**config.mk**
```make
export PLATFORM = sky130hd
export DESIGN_NAME = ext_bus_strobe_seq
export DESIGN_NICKNAME = d
export VERILOG_FILES = /design/src/rtl/ebs_pkg.sv /design/src/rtl/ebs_phase.sv /design/src/rtl/ebs_cycle_sel.sv /design/src/rtl/ebs_strobe_gen.sv /design/src/rtl/ebs_addr_mux.sv /design/src/rtl/ext_bus_strobe_seq.sv
export SDC_FILE = /design/constraint.sdc
export NUM_CORES = 1
export LEC_CHECK = 0
export ABC_AREA = 1
export BUFFER_PORTS_ARGS = -buffer_cell sky130_fd_sc_hd__buf_2
export CORE_ASPECT_RATIO = 1.4
export CORE_MARGIN = 5
export CORE_UTILIZATION = 35
export DETAILED_ROUTE_END_ITERATION = 8
export PLACE_DENSITY = 0.67
export SLEW_MARGIN = 10
export SYNTH_ARGS = -nofsm -noshare
export SYNTH_HDL_FRONTEND = slang
export SYNTH_SLANG_ARGS = --single-unit
```
**constraint.sdc**
```tcl
create_clock -name clk -period 4.6 [get_ports clk]
set_input_delay 0.69 -clock clk [delete_from_list [all_inputs] [get_ports clk]]
set_output_delay 0.69 -clock clk [all_outputs]
set_load 0.01 [all_outputs]
```
**src/rtl/ebs_pkg.sv**
```systemverilog
package ebs_pkg;
   typedef enum logic [1:0] {
      MC_INT   = 2'd0,
      MC_FETCH = 2'd1,
      MC_DRD   = 2'd2,
      MC_DWR   = 2'd3
   } mc_kind_e;
endpackage

```
**src/rtl/ebs_phase.sv**
```systemverilog
module ebs_phase #(
   parameter  int CLKS = 12,
   localparam int PW   = $clog2(CLKS)
)(
   input  logic          clk,
   input  logic          rst_n,
   output logic [PW-1:0] ph,
   output logic [PW-1:0] ph_nxt,
   output logic          at_last
);
   localparam logic [PW-1:0] LAST = PW'(CLKS - 1);

   assign at_last = (ph == LAST);
   assign ph_nxt  = at_last ? '0 : ph + 1'b1;

   always_ff @(posedge clk) begin
      if (!rst_n) ph <= LAST;
      else        ph <= ph_nxt;
   end

   // phase wraps at the end of the machine cycle
   p_phase_wrap_r10: assert property (@(posedge clk) disable iff (!rst_n)
      (ph == LAST) |=> (ph == '0));
   // phase advances by one inside the machine cycle
   p_phase_step_r10: assert property (@(posedge clk) disable iff (!rst_n)
      (ph != LAST) |=> (ph == $past(ph) + 1'b1));
endmodule

```
**src/rtl/ebs_cycle_sel.sv**
```systemverilog
module ebs_cycle_sel import ebs_pkg::*; #(
   parameter int BW = 8
)(
   input  logic            clk,
   input  logic            rst_n,
   input  logic            take,
   input  logic            ext_exec,
   input  logic            ale_off,
   input  logic            xd_req,
   input  logic            xd_write,
   input  logic            xd_wide,
   input  logic [2*BW-1:0] pc_addr,
   input  logic [2*BW-1:0] dptr,
   input  logic [BW-1:0]   ri_ptr,
   input  logic [BW-1:0]   p2_sfr,
   input  logic [BW-1:0]   wr_data,
   output mc_kind_e        kind_nxt,
   output logic            ale_on_nxt,
   output logic [BW-1:0]   lo_nxt,
   output logic [BW-1:0]   hi_nxt,
   output logic [BW-1:0]   wd_nxt
);
   mc_kind_e      kind_s, kind_q;
   logic          ale_on_s, ale_on_q;
   logic [BW-1:0] lo_s, hi_s, lo_q, hi_q, wd_q;

   always_comb begin
      if (!xd_req) kind_s = ext_exec ? MC_FETCH : MC_INT;
      else         kind_s = xd_write ? MC_DWR : MC_DRD;
      ale_on_s = ext_exec | ~ale_off;
      if (xd_req) begin
         lo_s = xd_wide ? dptr[BW-1:0]    : ri_ptr;
         hi_s = xd_wide ? dptr[2*BW-1:BW] : p2_sfr;
      end else begin
         lo_s = pc_addr[BW-1:0];
         hi_s = ext_exec ? pc_addr[2*BW-1:BW] : p2_sfr;
      end
   end

   assign kind_nxt   = take ? kind_s   : kind_q;
   assign ale_on_nxt = take ? ale_on_s : ale_on_q;
   assign lo_nxt     = take ? lo_s     : lo_q;
   assign hi_nxt     = take ? hi_s     : hi_q;
   assign wd_nxt     = take ? wr_data  : wd_q;

   always_ff @(posedge clk) begin
      if (!rst_n) begin
         kind_q   <= MC_INT;
         ale_on_q <= 1'b0;
         lo_q     <= '0;
         hi_q     <= '0;
         wd_q     <= '0;
      end else begin
         kind_q   <= kind_nxt;
         ale_on_q <= ale_on_nxt;
         lo_q     <= lo_nxt;
         hi_q     <= hi_nxt;
         wd_q     <= wd_nxt;
      end
   end
endmodule

```
**src/rtl/ebs_strobe_gen.sv**
```systemverilog
module ebs_strobe_gen import ebs_pkg::*; #(
   parameter int CLKS   = 12,
   parameter int ALE_W  = 2,
   parameter int PSEN_W = 3,
   parameter int STB_W  = 6,
   localparam int PW    = $clog2(CLKS)
)(
   input  logic          clk,
   input  logic          rst_n,
   input  logic [PW-1:0] ph_nxt,
   input  mc_kind_e      kind_nxt,
   input  logic          ale_on_nxt,
   output logic          ale,
   output logic          psen_n,
   output logic          rd_n,
   output logic          wr_n
);
   localparam int            HALF = CLKS / 2;
   localparam logic [PW-1:0] S0   = PW'(CLKS - 1 - STB_W);

   logic [1:0]    win_ale, win_psen;
   logic [PW-1:0] ds;
   logic          stb_win, is_data;
   logic          ale_d, psen_d, rd_d, wr_d;

   for (genvar h = 0; h < 2; h++) begin : g_half
      localparam logic [PW-1:0] A0 = PW'(h * HALF);
      localparam logic [PW-1:0] P0 = PW'((h + 1) * HALF - PSEN_W);
      logic [PW-1:0] da, dp;
      assign da          = ph_nxt - A0;
      assign dp          = ph_nxt - P0;
      assign win_ale[h]  = da < PW'(ALE_W);
      assign win_psen[h] = dp < PW'(PSEN_W);
   end

   assign ds      = ph_nxt - S0;
   assign stb_win = ds < PW'(STB_W);
   assign is_data = (kind_nxt == MC_DRD) || (kind_nxt == MC_DWR);

   always_comb begin
      ale_d  = is_data ? win_ale[0] : (ale_on_nxt & (|win_ale));
      psen_d = ~((kind_nxt == MC_FETCH) & (|win_psen));
      rd_d   = ~((kind_nxt == MC_DRD) & stb_win);
      wr_d   = ~((kind_nxt == MC_DWR) & stb_win);
   end

   always_ff @(posedge clk) begin
      if (!rst_n) begin
         ale    <= 1'b0;
         psen_n <= 1'b1;
         rd_n   <= 1'b1;
         wr_n   <= 1'b1;
      end else begin
         ale    <= ale_d;
         psen_n <= psen_d;
         rd_n   <= rd_d;
         wr_n   <= wr_d;
      end
   end

   // read and write strobes never overlap
   p_rd_wr_excl_r4: assert property (@(posedge clk) disable iff (!rst_n)
      !(!rd_n && !wr_n));
   // fetch strobe never overlaps a data strobe
   p_psen_data_excl_r4: assert property (@(posedge clk) disable iff (!rst_n)
      !(!psen_n && !(rd_n && wr_n)));
   // fetch strobe never low while the latch pulse is high
   p_ale_psen_excl_r3: assert property (@(posedge clk) disable iff (!rst_n)
      !(ale && !psen_n));
endmodule

```
**src/rtl/ebs_addr_mux.sv**
```systemverilog
module ebs_addr_mux import ebs_pkg::*; #(
   parameter int CLKS  = 12,
   parameter int ALE_W = 2,
   parameter int BW    = 8,
   localparam int PW   = $clog2(CLKS)
)(
   input  logic          clk,
   input  logic          rst_n,
   input  logic [PW-1:0] ph_nxt,
   input  mc_kind_e      kind_nxt,
   input  logic [BW-1:0] lo_nxt,
   input  logic [BW-1:0] hi_nxt,
   input  logic [BW-1:0] wd_nxt,
   output logic [BW-1:0] p0_out,
   output logic          p0_oe,
   output logic [BW-1:0] p2_out
);
   localparam int HALF  = CLKS / 2;
   localparam int ADR_W = ALE_W + 1;

   logic [1:0]    win_adr;
   logic          oe_d;
   logic [BW-1:0] p0_d;

   for (genvar h = 0; h < 2; h++) begin : g_half
      localparam logic [PW-1:0] A0 = PW'(h * HALF);
      logic [PW-1:0] da;
      assign da         = ph_nxt - A0;
      assign win_adr[h] = da < PW'(ADR_W);
   end

   always_comb begin
      oe_d = 1'b0;
      p0_d = '0;
      unique case (kind_nxt)
         MC_FETCH: begin
            oe_d = |win_adr;
            p0_d = oe_d ? lo_nxt : '0;
         end
         MC_DRD: begin
            oe_d = win_adr[0];
            p0_d = oe_d ? lo_nxt : '0;
         end
         MC_DWR: begin
            oe_d = 1'b1;
            p0_d = win_adr[0] ? lo_nxt : wd_nxt;
         end
         default: begin
            oe_d = 1'b0;
            p0_d = '0;
         end
      endcase
   end

   always_ff @(posedge clk) begin
      if (!rst_n) begin
         p0_out <= '0;
         p0_oe  <= 1'b0;
         p2_out <= '0;
      end else begin
         p0_out <= p0_d;
         p0_oe  <= oe_d;
         p2_out <= hi_nxt;
      end
   end

   // released bus carries zero
   p_p0_idle_zero_r8: assert property (@(posedge clk) disable iff (!rst_n)
      !p0_oe |-> (p0_out == '0));
endmodule

```
**src/rtl/ext_bus_strobe_seq.sv**
```systemverilog
module ext_bus_strobe_seq import ebs_pkg::*; #(
   parameter int CLKS_PER_MC = 12,
   parameter int ALE_CLKS    = 2,
   parameter int PSEN_CLKS   = 3,
   parameter int STB_CLKS    = 6,
   parameter int BYTE_W      = 8
)(
   input  logic              clk,
   input  logic              rst_n,
   input  logic              ext_exec,
   input  logic              ale_off,
   input  logic              xd_req,
   input  logic              xd_write,
   input  logic              xd_wide,
   input  logic [2*BYTE_W-1:0] pc_addr,
   input  logic [2*BYTE_W-1:0] dptr,
   input  logic [BYTE_W-1:0] ri_ptr,
   input  logic [BYTE_W-1:0] p2_sfr,
   input  logic [BYTE_W-1:0] wr_data,
   output logic              ale,
   output logic              psen_n,
   output logic              rd_n,
   output logic              wr_n,
   output logic [BYTE_W-1:0] p0_out,
   output logic              p0_oe,
   output logic [BYTE_W-1:0] p2_out
);
   localparam int PH_W = $clog2(CLKS_PER_MC);
   localparam int HALF = CLKS_PER_MC / 2;

   if (CLKS_PER_MC % 2 != 0) begin : g_chk_even
      $error("machine cycle length must be even");
   end
   if (ALE_CLKS < 1 || ALE_CLKS + 1 > HALF - PSEN_CLKS) begin : g_chk_half
      $error("latch pulse, address hold and fetch strobe must fit one half cycle");
   end
   if (STB_CLKS < 1 || CLKS_PER_MC - 1 - STB_CLKS <= ALE_CLKS + 1) begin : g_chk_stb
      $error("data strobe must start after write data is placed");
   end

   logic [PH_W-1:0]   ph, ph_nxt;
   logic              at_last;
   mc_kind_e          kind_nxt;
   logic              ale_on_nxt;
   logic [BYTE_W-1:0] lo_nxt, hi_nxt, wd_nxt;

   ebs_phase #(.CLKS(CLKS_PER_MC)) u_phase (
      .clk(clk), .rst_n(rst_n), .ph(ph), .ph_nxt(ph_nxt), .at_last(at_last));

   ebs_cycle_sel #(.BW(BYTE_W)) u_sel (
      .clk(clk), .rst_n(rst_n), .take(at_last),
      .ext_exec(ext_exec), .ale_off(ale_off), .xd_req(xd_req),
      .xd_write(xd_write), .xd_wide(xd_wide), .pc_addr(pc_addr),
      .dptr(dptr), .ri_ptr(ri_ptr), .p2_sfr(p2_sfr), .wr_data(wr_data),
      .kind_nxt(kind_nxt), .ale_on_nxt(ale_on_nxt),
      .lo_nxt(lo_nxt), .hi_nxt(hi_nxt), .wd_nxt(wd_nxt));

   ebs_strobe_gen #(.CLKS(CLKS_PER_MC), .ALE_W(ALE_CLKS), .PSEN_W(PSEN_CLKS),
                    .STB_W(STB_CLKS)) u_stb (
      .clk(clk), .rst_n(rst_n), .ph_nxt(ph_nxt), .kind_nxt(kind_nxt),
      .ale_on_nxt(ale_on_nxt), .ale(ale), .psen_n(psen_n),
      .rd_n(rd_n), .wr_n(wr_n));

   ebs_addr_mux #(.CLKS(CLKS_PER_MC), .ALE_W(ALE_CLKS), .BW(BYTE_W)) u_mux (
      .clk(clk), .rst_n(rst_n), .ph_nxt(ph_nxt), .kind_nxt(kind_nxt),
      .lo_nxt(lo_nxt), .hi_nxt(hi_nxt), .wd_nxt(wd_nxt),
      .p0_out(p0_out), .p0_oe(p0_oe), .p2_out(p2_out));

   // a driven address stays on the bus one clock past the latch fall
   p_addr_hold_r7: assert property (@(posedge clk) disable iff (!rst_n)
      ($fell(ale) && $past(p0_oe)) |-> p0_oe);
   // write data is driven and steady while the write strobe is low
   p_wdata_steady_r8: assert property (@(posedge clk) disable iff (!rst_n)
      !wr_n |-> (p0_oe && $stable(p0_out)));
   // write data still held in the clock the write strobe rises
   p_wdata_hold_r8: assert property (@(posedge clk) disable iff (!rst_n)
      $rose(wr_n) |-> (p0_oe && $stable(p0_out)));
   // every strobe is inactive when a latch pulse starts
   p_ale_rise_quiet_r4: assert property (@(posedge clk) disable iff (!rst_n)
      $rose(ale) |-> (rd_n && wr_n && psen_n));
endmodule

```
# After elaboration in Yosys (flattened, before gate mapping)
# Index checks and enable logic that the tools add are counted.
[classes]
reduce_logical = 4
mux = 19
eq_ne = 4
bitwise_logic = 9
magnitude_cmp = 7
n_addsub = 5
[op_table]
columns = ["cell", "n"]
rows = [
  ["$mux W8", 10],
  ["$lt A4 B2 Y1 const B", 6],
  ["$pmux W8 S3", 1],
  ["$sub A4 B3 Y4 const B", 2],
  ["$reduce_or A2 Y1", 3],
  ["$add A4 B1 Y4 const B", 1],
  ["$and A1 B1 Y1", 4],
  ["$eq A2 B2 Y1 const B", 2],
  ["$eq A4 B4 Y1 const B", 1],
  ["$lt A4 B3 Y1 const B", 1],
  ["$mux W1", 4],
  ["$mux W2", 2],
  ["$mux W4", 1],
  ["$not A1 Y1", 4],
  ["$sub A4 B2 Y4 const B", 1],
  ["$sub A4 B4 Y4 const B", 1],
  ["$pmux W1 S3", 1],
  ["$eq A2 B1 Y1 const B", 1],
  ["$logic_or A1 B1 Y1", 1],
  ["$or A1 B1 Y1", 1],
]
[totals]
wordCells = 60
ff_bits = 44
out_inout_bits = 21
inputBits = 63

# Longest topological paths before layout
# Gate-level depths: netlist of the first run.
[depth]
ltp_word = 7
ltp_mapped = 11
depth_no_buf = 11

# Modules after synthesis
# A second synthesis of the first run with hierarchy kept.
[hier_totals]
cells_unflattened = 465
hier_area_um2 = 3146.8
[modules_own_cells]
columns = ["mod", "area_per_inst_um2", "seq_area_each_um2", "n_inst", "cells_each"]
rows = [
  ["ebs_cycle_sel", 1732.9, 540.5, 1, 264],
  ["ebs_addr_mux", 820.8, 340.3, 1, 115],
  ["ebs_strobe_gen", 406.6, 80.1, 1, 63],
  ["ebs_phase", 186.4, 80.1, 1, 23],
]

# Least setup slack after synthesis of the first run
# No wires, ideal clock.
[synth_path]
path_kind = "reg-to-reg"
startpoint = "register u_phase.ph[0]"
endpoint = "register u_mux.p0_oe"
setup_time_ns = 0.115
slack_ns = 2.538
required_time_ns = 4.485
period_less_slack_ns = 2.062
stages_incl_launch_ff = 12
arrival_time_ns = 1.946
n_path_buf = 0
path_cell_list = "dfxtp_1 -> ha_1 -> or2_2 -> nand2_2 -> inv_1 -> ha_1 -> inv_1 -> nand3_1 -> nand4_1 -> nand2_2 -> o21ai_0 -> inv_1"
[synth_via]
elab_chain_len = 6
word_cells_on_any_way = 12
cone_classes = "2 x add/sub; 2 x order compare; 4 x eq/ne; 3 x mux; 1 x reduce/logical"
[synth_lines]
columns = ["item", "line_no", "source"]
rows = [
  ["from (decl)", "ebs_phase.sv:7", "output logic [PW-1:0] ph,"],
  ["from (signal assigned)", "ebs_phase.sv:18", "else ph <= ph_nxt;"],
  ["$add A4 B1 Y4 / $eq A4 B4 Y1 (equally long branches)", "ebs_phase.sv:14, ebs_phase.sv:13", ""],
  ["$mux W4 (*)", "ebs_phase.sv:14", "assign ph_nxt = at_last ? '0 : ph + 1'b1;"],
  ["named net ph_nxt[2]", "ext_bus_strobe_seq.sv:41", "logic [PH_W-1:0] ph, ph_nxt;"],
  ["$sub A4 B3 Y4", "ebs_addr_mux.sv:28", "assign da = ph_nxt - A0;"],
  ["$lt A4 B2 Y1", "ebs_addr_mux.sv:29", "assign win_adr[h] = da < PW'(ADR_W);"],
  ["$reduce_or A2 Y1", "ebs_addr_mux.sv:37", "oe_d = |win_adr;"],
  ["$pmux W1 S3 (*)", "ebs_addr_mux.sv:35", "unique case (kind_nxt)"],
  ["to (signal assigned)", "ebs_addr_mux.sv:58", "p0_oe <= 1'b0;"],
  ["to (signal assigned)", "ebs_addr_mux.sv:62", "p0_oe <= oe_d;"],
  ["to (decl)", "ebs_addr_mux.sv:15", "output logic p0_oe,"],
]
# The timed path passes the listed nets; every way through them passes the cells marked *.
# A chain may end at the register's enable or synchronous reset.

# Worst setup path after layout of the first run
[layout_path]
startpoint = "register u_phase.ph[0]"
endpoint = "register u_mux.p0_out[2]"
[layout_via]
elab_chain_len = 7
word_cells_on_any_way = 17
cone_classes = "2 x add/sub; 2 x order compare; 4 x eq/ne; 8 x mux; 1 x reduce/logical"
[layout_lines]
columns = ["item", "line_no", "source"]
rows = [
  ["$add A4 B1 Y4 / $eq A4 B4 Y1 (equally long branches)", "ebs_phase.sv:14, ebs_phase.sv:13", ""],
  ["$mux W4", "ebs_phase.sv:14", ""],
  ["$sub A4 B3 Y4", "ebs_addr_mux.sv:28", ""],
  ["$lt A4 B2 Y1", "ebs_addr_mux.sv:29", ""],
  ["$reduce_or A2 Y1", "ebs_addr_mux.sv:37", ""],
  ["$mux W8", "ebs_addr_mux.sv:38", "p0_d = oe_d ? lo_nxt : '0;"],
  ["$pmux W8 S3 (*)", "ebs_addr_mux.sv:35", ""],
  ["to (signal assigned)", "ebs_addr_mux.sv:61", "p0_out <= p0_d;"],
  ["to (decl)", "ebs_addr_mux.sv:14", "output logic [BW-1:0] p0_out,"],
]
# Mark *: on every way between the ends. The rest lies on a longest branch, timed or not.

==> impl_metrics.csv, run 1 <==
group,metric,value,unit
setup_path,cp.arrival,2.85,ns
timing,slew_viol_final,0,
setup_path,path_cells,"ha_1 -> nand2_2 -> nor2_2 -> nand2_1 -> nand2_2 -> nor2_4 -> nand2_2 -> nor2_1 -> nor2_1 -> a21oi_1",
pwr,clkPwrFrac,0.220,
route,drt_wl_total,7.45,mm
finish,nets,526,
route,vias,2676,
finish,final_cell_mix,"nor2_1, buf_2, nand2_1, o21ai_0, dfxtp_1",
pwr,swShare,0.410,
placement,placedCellCount,543,
pwr,combPwrFrac,0.425,
clock_tree,cts_sinks,44,
min_path,hold_class,"flop to flop",
timing,hold_slack,0.484,ns
setup_path,worstReg2RegStart,"u_phase.ph[0]$_SDFF_PN1_",
timing,fin_worst_skew,0.0113,ns
outcome,status,"finished, final reports clean",
floorplan,die_width,82.4,um
grt,grt_pass1_wl,12.1,mm
floorplan,row_count,37,
synthesis,yosys_warnings,0,
pwr,intPower,816,uW
min_path,hp-start,"u_sel.wd_q[7]$_SDFF_PN0_",
pwr,power.switching,566,uW
setup_path,end_kind,"flop",
flow_run,cap_violations,0,
timing,hold_violations,0,
pwr,p_leak,0.00161,uW
setup_path,cpMostUsedCell,"nand2_2",
clock_tree,cts_setup_buffers,0,
floorplan,io_pins,84,
grt,grt-ovfl-total,0,
clock_tree,clock_latency,0.30,ns
route,drt_first_pass_iters,5,
synthesis,synth-compound-area-share,0.136,
setup_path,worstRegToRegCells,10,
clock_tree,cts_max_path_buffers,2,
setup_path,crit_type,"flop to flop",
floorplan,die_h,111,um
synthesis,syn-num-nets,452,
grt,antenna_found_initial,0,
synthesis,synth_xor_area_frac,0.00341,
timing,worst_pin_slew,0.954,ns
clock_tree,cts_root_buffer,"clkbuf_8",
timing,fmax,368,MHz
min_path,hold_end,"u_sel.wd_q[7]$_SDFF_PN0_",
setup_path,crit_path_start_kind,"flop",
synthesis,synthMuxAreaShare,0.0273,
setup_path,cpLargestDelayFamily,"simple AND/OR/NAND/NOR gates",
clock_tree,path_clk_slew,0.09,ns
pwr,p_per_area,441,nW/um2
finish,diodes,0,
synthesis,syn_inst,379,
clock_tree,numCtsBuffers,5,
timing,rsz0062_at_grt,"no",
synthesis,synthAdderAreaFrac,0.0487,
finish,final_common_cell,"nor2_1",
setup_path,reg2reg_to,"u_mux.p0_out[2]$_SDFF_PN0_",
synthesis,synthSimpleGateAreaFrac,0.352,
timing,max-slew-margin-rel,0.363,
clock_tree,holdBufCountCts,0,
floorplan,dieArea,9180,um2
grt,grt_max_degree,37,
route,first_iter_violations,233,
clock_tree,cts_tree,"done",
synthesis,yosys_register_bits,44,
finish,area_delta_synth_final,21.9,%
timing,setup_violations,0,
route,drcViolationCount,0,
setup_path,cp.required,4.74,ns
grt,grt_pass1_vias,2548,
timing,period_share,0.590,
finish,stdcell_count,551,
clock_tree,ctsResizeCount,0,
floorplan,initial_utilization,0.353,
pwr,vdd_drop_max,203,uV
placement,port_buffers,83,
synthesis,synth_top_family_by_area,"simple AND/OR/NAND/NOR gates",
placement,dpl.hpwl,5.38,mm
floorplan,core_area,7270,um2
route,via_per_inst,4.86,
setup_path,critPathMaxStageDelay,0.73,ns
placement,gp_congestion,0.806,
route,detail_route.wl_per_cell,13.5,um
min_path,hold_path_depth,2,
synthesis,yosysSeqAreaShare,0.343,
clock_tree,htreeDepth,2,
timing,post-route-min-period,2.71,ns
pwr,seqPwrFrac,0.355,
finish,drive_gt1_frac,0.258,
setup_path,critPathMaxFanout,22,
setup_path,crit_buf_inv,0,
route,ant_nets,0,
synthesis,syn_avg_cell_area,6.78,um2
timing,finalSetupTns,0,ns
synthesis,synthesis.area,2570,um2
synthesis,synth_cell_types,30,
grt,grt_usage,0.165,
setup_path,r2r_slack,1.89,ns
setup_path,cpMaxStageDelayCell,"nor2_2",
-- through the flow --
step,util,power [uW],setup WS (ns),cell area (um2)
2_1_floorplan,-,933,2.54,2570
3_3_place_gp,0.415,1080,2.10,3020
3_5_place_dp,0.415,1090,1.95,3020
4_1_cts,0.431,1390,1.93,3130
5_1_grt,0.431,1490,1.64,3130
6_report,0.431,1380,1.89,3130
-- state kept, by name, indices dropped and copies added (netlist names), 2 cells and up --
| name | cells |
|---|---|
| u_mux.p0_out | 8 |
| u_sel.lo_q | 8 |
| u_sel.kind_q | 2 |
| u_sel.hi_q | 8 |
| u_sel.wd_q | 8 |
| u_phase.ph | 4 |
-- worst reg2reg max path, cell delays in order, from the launching register on --
cell and delay [ns]:
dfxtp_1 0.50, ha_1 0.36, nand2_2 0.10, nor2_2 0.73
nand2_1 0.25, nand2_2 0.17, nor2_4 0.05, nand2_2 0.15
nor2_1 0.07, nor2_1 0.10, a21oi_1 0.07
-- power by group through the flow --
stage | clock, uW | combinational [uW] | sequential [uW]
2_1_floorplan | 0 | 428 | 505
3_3_place_gp | 0 | 576 | 499
3_5_place_dp | 0 | 586 | 500
4_1_cts | 308 | 589 | 491
5_1_grt | 328 | 662 | 500
6_report | 304 | 587 | 491
-- logic make-up (layout without fill, tap and decap cells) --
group	count (synthesis)	in the layout
buf+inv	54	129
flops	44	44
mux	7	7
simple gates	196	196
compound gates	67	67
fa+ha+maj	10	10
xor+xnor	1	1
-- how the worst max path moves through the flow --
stage	from	to	slack, ns	cells after the start
4_1_cts	u_phase.ph[0]$_SDFF_PN1_	u_mux.p0_out[2]$_SDFF_PN0_	1.93	10
3_5_place_dp	u_phase.ph[0]$_SDFF_PN1_	u_mux.p0_out[2]$_SDFF_PN0_	1.95	10
6_report	u_phase.ph[0]$_SDFF_PN1_	u_mux.p0_out[2]$_SDFF_PN0_	1.89	10
5_1_grt	u_phase.ph[0]$_SDFF_PN1_	u_mux.p0_out[0]$_SDFF_PN0_	1.64	10
3_3_place_gp	u_phase.ph[0]$_SDFF_PN1_	u_mux.p0_out[5]$_SDFF_PN0_	2.10	10
2_1_floorplan	u_phase.ph[0]$_SDFF_PN1_	u_mux.p0_oe$_SDFF_PN0_	2.54	11
-- synth_stat cells --
library cell   n  area [um2]
nor2_1        95         357
nand2_1       56         210
dfxtp_1       44         881
o21ai_0       44         220
inv_1         35         131
nand3_1       16        80.1
a21oi_1       12        60.1
ha_1          10         125
nor3_2         8        80.1
o22ai_1        8        50.1
mux2i_1        7        70.1
clkbuf_1       6        22.5
nand2_2        6        37.5
buf_2          5        25.0
nand4_1        5        31.3
inv_2          3        11.3
buf_4          2        15.0
buf_6          2        22.5
nand3_2        2        20.0
nor2_2         2        12.5
o21ai_1        2        10.0
a2bb2oi_1      1        8.76
buf_1          1        3.75
nand3_4        1        17.5
nand4_2        1        12.5
nand4_4        1        21.3
nor2_4         1        11.3
or2_1          1        6.26
or2_2          1        6.26
xor2_1         1        8.76
-- final cells by class --
cell class	instances	area, um2
clock buffers	5	68.8
clock inverters	3	46.3
fillers	775	4140
inverters	38	143
multi-input cells	281	1460
flip-flops and latches	44	881
well taps	97	121
repair buffers	83	415
-- layer usage --
metal | wire length [um] | track usage | part of all wire
met2 | 3680 | 0.278 | 0.49
met5 | 0 | 0 | 0
met4 | 119 | 0.0432 | 0.016
met3 | 578 | 0.0307 | 0.078
met1 | 3080 | 0.210 | 0.41
No activity file was read; power rests on OpenSTA's default activity.
==> inputs of run 2 (changes only) <==
==> constraint.sdc (replaced) <==
create_clock -name clk -period 2.7 [get_ports clk]
set_input_delay 0.405 -clock clk [delete_from_list [all_inputs] [get_ports clk]]
set_output_delay 0.405 -clock clk [all_outputs]
set_load 0.01 [all_outputs]
==> run 2 against run 1 <==
Via count is essentially flat; final area up 1.2%; combinational power grew 74%; clock skew fell by 0.0051 ns; final cell count increased by 1.1%; die area did not move; flip-flop and latch count unchanged; register-to-register slack got worse by 1.5 ns; power rose by 71%; fmax grew 17%; critical path type unchanged; largest cell class unchanged.
==> impl_metrics.csv, run 2 (synthesis gave the netlist of run 1 again) <==
group,metric,value,unit
setup_path,critPathMaxFanout,10,
floorplan,row_count,37,
floorplan,die_width,82.4,um
setup_path,cpMaxStageDelayCell,"dfxtp_1",
clock_tree,cts_root_buffer,"clkbuf_8",
clock_tree,cts_tree,"done",
pwr,p_per_area,745,nW/um2
pwr,intPower,1400,uW
clock_tree,ctsResizeCount,0,
min_path,hold_class,"input pin to flop",
finish,diodes,0,
timing,slew_viol_final,0,
setup_path,path_cells,"ha_1 -> or2_2 -> nand2_2 -> inv_1 -> ha_1 -> inv_1 -> nand3_1 -> nand4_1 -> nand2_2 -> o21ai_0 -> inv_1",
route,drt_first_pass_iters,5,
timing,hold_violations,0,
setup_path,crit_path_start_kind,"flop",
finish,fill_cells,764,
grt,grt-ovfl-total,0,
finish,final_common_cell,"nor2_1",
grt,grt_usage,0.162,
min_path,hp-start,"wr_data[4]",
clock_tree,cts_max_path_buffers,2,
clock_tree,cts_setup_buffers,0,
clock_tree,holdBufCountCts,0,
finish,stdcell_count,557,
route,vias,2675,
setup_path,worstRegToRegCells,11,
grt,grt_pass1_vias,2510,
timing,setup_violations,0,
floorplan,core_area,7270,um2
route,drt_wl_total,7.30,mm
min_path,hold_path_depth,3,
setup_path,end_kind,"flop",
clock_tree,clock_latency,0.30,ns
setup_path,worstReg2RegStart,"u_phase.ph[0]$_SDFF_PN1_",
finish,area_delta_synth_final,23.4,%
pwr,vdd_drop_max,257,uV
floorplan,initial_utilization,0.353,
floorplan,io_pins,84,
placement,port_buffers,83,
placement,place_ws,0.383,ns
clock_tree,htreeDepth,2,
finish,drive_gt1_frac,0.265,
timing,post-route-min-period,2.33,ns
pwr,p_leak,0.00164,uW
timing,period_share,0.861,
finish,final_cell_mix,"nor2_1, buf_2, nand2_1, o21ai_0, dfxtp_1",
setup_path,cpMostUsedCell,"inv_1",
route,via_per_inst,4.80,
setup_path,r2r_slack,0.37,ns
finish,post-route-util,0.436,
clock_tree,numCtsBuffers,5,
pwr,combPwrFrac,0.432,
clock_tree,path_clk_slew,0.08,ns
setup_path,reg2reg_to,"u_mux.p0_oe$_SDFF_PN0_",
floorplan,dieArea,9180,um2
timing,fmax,430,MHz
timing,max-slew-margin-rel,0.639,
route,detail_route.wl_per_cell,13.1,um
placement,gp_congestion,0.847,
route,drcViolationCount,0,
timing,setup_ws,0.374,ns
pwr,seqPwrFrac,0.353,
grt,antenna_found_initial,0,
timing,rsz0062_at_grt,"no",
route,ant_nets,0,
pwr,swShare,0.406,
grt,grt_max_degree,26,
finish,nets,532,
timing,worst_pin_slew,0.542,ns
floorplan,die_h,111,um
min_path,hold_end,"u_sel.wd_q[4]$_SDFF_PN0_",
outcome,status,"finished, final reports clean",
pwr,clkPwrFrac,0.215,
setup_path,cp.required,2.90,ns
setup_path,crit_type,"flop to flop",
placement,dpl.hpwl,5.51,mm
clock_tree,cts_sinks,44,
pwr,power.switching,959,uW
setup_path,cp.arrival,2.52,ns
timing,finalSetupTns,0,ns
grt,grt_pass1_wl,11.9,mm
setup_path,critPathMaxStageDelay,0.40,ns
timing,fin_worst_skew,0.00616,ns
route,first_iter_violations,216,
finish,stdcell_area,3170,um2
placement,placedCellCount,549,
flow_run,cap_violations,0,
placement,dpl-instance-area,3060,um2
## run 2: changes by cell type in the layout (fill, tap and decap cells not counted)
cell	delta
clkinvlp_4	-1
buf_4	+6
clkinv_2	+1
clkbuf_1	+1
inv_6	-1
## run 2: worst max path at each step
stage,start,endpoint,slack [ns],depth (start not counted)
6_report,u_phase.ph[0]$_SDFF_PN1_,u_mux.p0_oe$_SDFF_PN0_,0.37,11
2_1_floorplan,u_phase.ph[0]$_SDFF_PN1_,u_mux.p0_oe$_SDFF_PN0_,0.64,11
3_5_place_dp,u_phase.ph[0]$_SDFF_PN1_,u_mux.p0_oe$_SDFF_PN0_,0.38,11
4_1_cts,u_phase.ph[0]$_SDFF_PN1_,u_mux.p0_oe$_SDFF_PN0_,0.37,11
3_3_place_gp,u_phase.ph[0]$_SDFF_PN1_,u_mux.p0_oe$_SDFF_PN0_,0.48,11
5_1_grt,u_phase.ph[0]$_SDFF_PN1_,u_mux.p0_oe$_SDFF_PN0_,0.20,11
## run 2: power by group through the flow
stage,clock network (uW),logic [uW],registers [uW]
finish,508,1020,834
global placement,0,1010,846
detailed placement,0,1020,849
global route,545,1150,848
floorplan,0,730,861
CTS,518,1030,834
## run 2: area by class of cell
type	instances	area, um2	share of cell area
multi-input combinational	281	1460	0.460
sequential	44	881	0.278
timing repair buffer	89	460	0.145
inverter	38	143	0.0450
tap	97	121	0.0383
clock buffer	6	72.6	0.0229
clock inverter	2	35.0	0.0111
## run 2: routing by layer
layer	vias up	part of all wire	GRT usage	wire length, um
met5	-	0	0	0
met4	0	0.012	0.0366	85
met3	7	0.047	0.0178	345
met2	72	0.51	0.288	3760
met1	1217	0.43	0.204	3110
li1	1379	-	-	-
## run 2: per-stage QoR
step / hold WS, ns / total power (uW)
floorplan: 0.451 / 1590
global placement: 0.461 / 1860
detailed placement: 0.471 / 1870
CTS: 0.364 / 2380
global route: 0.409 / 2540
finish: 0.367 / 2360
## run 2: critical path: cells and delay by family (launching register included)
| kind | cells | cell delay (ns) |
|---|---|---|
| compound gates | 1 | 0.18 |
| simple gates | 5 | 0.89 |
| buf+inv | 3 | 0.22 |
| fa+ha+maj | 2 | 0.53 |
| flops | 1 | 0.40 |
==> inputs of run 3 (changes only) <==
--- a/config.mk
+++ b/config.mk
@@ -5,7 +5,6 @@
 export SDC_FILE = /design/constraint.sdc
 export NUM_CORES = 1
 export LEC_CHECK = 0
-export ABC_AREA = 1
 export BUFFER_PORTS_ARGS = -buffer_cell sky130_fd_sc_hd__buf_2
 export CORE_ASPECT_RATIO = 1.4
 export CORE_MARGIN = 5
==> run 3 against run 2 <==
Utilization grew 1.4 points; flip-flop and latch count unchanged; via count down 16%; fmax down 5.6%; clock skew is 0.0048 ns higher; synthesized cell count shrank 29%; highest routed layer unchanged.
==> impl_metrics.csv, run 3 <==
group,metric,value,unit
outcome,status,"finished, final reports clean",
placement,gp_congestion,0.874,
route,vias,2238,
setup_path,path_depth,9,
grt,grt_usage,0.144,
route,ant_nets,0,
min_path,hold_class,"input pin to flop",
flow_run,cap_violations,0,
pwr,intPower,1380,uW
pwr,vdd_drop_max,329,uV
pwr,swShare,0.348,
clock_tree,clock_latency,0.30,ns
setup_path,end_kind,"flop",
timing,finalSetupTns,0,ns
synthesis,syn-num-nets,341,
floorplan,row_count,36,
setup_path,r2r_slack,0.24,ns
route,drt_first_pass_iters,4,
setup_path,critPathMaxStageDelay,0.44,ns
setup_path,cp.arrival,2.69,ns
synthesis,synth_edf_count,0,
setup_path,critPathMaxFanout,8,
synthesis,yosysSeqAreaShare,0.351,
pwr,p_leak,0.00146,uW
grt,grt-ovfl-total,0,
finish,diodes,0,
pwr,p_per_area,671,nW/um2
route,first_iter_violations,39,
clock_tree,cts_sinks,44,
route,drcViolationCount,0,
timing,setup_ws,0.235,ns
grt,grt_max_degree,34,
synthesis,synth_cell_types,46,
synthesis,yosys_register_bits,44,
synthesis,synthesis.area,2510,um2
synthesis,syn_inst,268,
floorplan,dieArea,8980,um2
timing,worst_pin_slew,0.661,ns
timing,fin_worst_skew,0.0109,ns
finish,final_common_cell,"buf_2",
setup_path,crit_buf_inv,3,
timing,setup_violations,0,
timing,period_share,0.913,
finish,final_cell_mix,"buf_2, dfxtp_1, nor2b_1, mux2i_1, a211oi_1",
clock_tree,holdBufCountCts,0,
setup_path,crit_type,"flop to flop",
route,detail_route.wl_per_cell,14.5,um
placement,port_buffers,83,
timing,slew_viol_final,0,
setup_path,cpLargestDelayFamily,"adder cells",
synthesis,synth_commonest_cells,"dfxtp_1, nor2b_1, mux2i_1",
clock_tree,path_clk_slew,0.09,ns
min_path,hp-start,"wr_data[3]",
synthesis,synth-main-ff-cell,"dfxtp_1",
synthesis,syn_avg_cell_area,9.35,um2
synthesis,yosys_warnings,0,
pwr,seqPwrFrac,0.373,
placement,dpl.hpwl,4.92,mm
pwr,combPwrFrac,0.369,
timing,post-route-min-period,2.46,ns
floorplan,core_area,6980,um2
setup_path,cp.required,2.93,ns
grt,antenna_found_initial,0,
timing,hold_violations,0,
finish,nets,421,
clock_tree,numCtsBuffers,5,
setup_path,crit_path_start_kind,"flop",
floorplan,die_width,81.5,um
synthesis,synth_most_common_cell,"dfxtp_1",
synthesis,ys_async_sr_fraction,0,
finish,area_delta_synth_final,25.4,%
clock_tree,cts_tree,"done",
synthesis,ys_top_cells_by_area,"dfxtp_1, mux2i_1, a211oi_1",
route,drt_wl_total,6.43,mm
timing,max-slew-margin-rel,0.557,
timing,fmax,406,MHz
setup_path,reg2reg_to,"u_mux.p0_out[7]$_SDFF_PN0_",
grt,grt_pass1_vias,2193,
synthesis,synthDominantCellAreaShare,0.351,
setup_path,timing.critical_path.from,"u_phase.ph[1]$_SDFF_PN1_",
floorplan,io_pins,84,
pwr,power.switching,733,uW
floorplan,die_h,110,um
clock_tree,htreeDepth,2,
route,via_per_inst,5.04,
finish,drive_gt1_frac,0.327,
floorplan,initial_utilization,0.359,
timing,rsz0062_at_grt,"no",
setup_path,worstRegToRegCells,9,
finish,post-route-util,0.450,
setup_path,path_cells,"inv_1 -> ha_1 -> inv_1 -> ha_1 -> or3_1 -> mux2i_2 -> buf_4 -> o211ai_1 -> o211ai_1",
placement,place_ws,0.132,ns
grt,grt_pass1_wl,10.1,mm
clock_tree,cts_max_path_buffers,2,
synthesis,synth.largest_area_cell,"dfxtp_1",
clock_tree,cts_root_buffer,"clkbuf_8",
setup_path,worstReg2RegStart,"u_phase.ph[1]$_SDFF_PN1_",
pwr,clkPwrFrac,0.258,
setup_path,cpMaxStageDelayCell,"dfxtp_1",
setup_path,critPathCapture,"u_mux.p0_out[7]$_SDFF_PN0_",
run 3: cell types whose count changed in the layout (fill, tap and decap cells not counted), moves of 7 or more:
cell	before	now
o21ai_0	44	2
nor3_2	8	0
a211oi_1	0	25
inv_1	35	5
nand3_1	16	9
nor2_1	95	10
nand2_1	56	7
nor2b_1	0	27
and2_1	0	10
a21o_1	0	9
mux2i_1	7	26
o211ai_1	0	16
o22ai_1	8	0
run 3: area by class of cell:
type	count	area (um2)
clock buffers	6	82.6
clock inverters	2	38.8
fillers	699	3840
inverters	6	22.5
multi-input cells	199	1520
flip-flops and latches	44	882
well taps	95	119
repair buffers	92	483
run 3: stage by stage:
step                hold WS (ns)  power (uW)  instance area (um2)  cells
finish                     0.384        2110                 3140    444
global route               0.401        2250                 3140    444
CTS                        0.386        2120                 3140    444
detailed placement         0.506        1580                 3020    436
global placement           0.487        1560                 3020    436
floorplan                  0.480        1340                 2510    268
run 3: tightest hold or removal path, delay by kind of cell:
family        cells  cell delay [ns]
buf+inv           1             0.08
mux               1             0.07
simple gates      1             0.10
run 3: power groups by stage:
stage / Clock, uW / Combinational, uW / Sequential, uW
4_1_cts: 551 / 781 / 788
3_3_place_gp: 0 / 763 / 799
6_report: 544 / 778 / 788
2_1_floorplan: 0 / 544 / 800
3_5_place_dp: 0 / 777 / 803
5_1_grt: 582 / 865 / 800
run 3: worst min-delay path by stage:
stage / depth (start not counted) / slack, ns / endpoint
after floorplan: 2 / 0.48 / u_stb.rd_n$_SDFF_PN1_
after global placement: 2 / 0.49 / u_sel.hi_q[5]$_SDFFE_PN0N_
after detailed placement: 2 / 0.51 / u_sel.hi_q[6]$_SDFFE_PN0N_
after CTS: 3 / 0.39 / u_sel.wd_q[3]$_SDFF_PN0_
after global routing: 3 / 0.40 / u_sel.wd_q[3]$_SDFF_PN0_
final: 3 / 0.38 / u_sel.wd_q[3]$_SDFF_PN0_
run 3: timing repair:
action	CTS	global route
endpoints found under the setup margin	0	9
setup buffers	0	0
resized for setup	0	1
run 3: metal layers:
metal,vias up,share of wire,global-route usage
met5,-,0,0
met4,0,0.014,0.0423
met3,8,0.065,0.0285
met2,66,0.49,0.246
met1,1029,0.43,0.180
li1,1135,-,-
run 3: cell families (layout without fill, tap and decap cells):
kind of cell / count (synthesis) / count (layout) / synth area share
adder cells (fa/ha/maj): 10 / 10 / 0.0499
AND/OR/NAND/NOR: 78 / 78 / 0.185
multiplexers: 29 / 29 / 0.119
buffers and inverters: 25 / 106 / 0.0439
flip-flops: 44 / 44 / 0.351
XOR/XNOR: 4 / 4 / 0.0140
AO/OA/AOI/OAI: 78 / 78 / 0.237
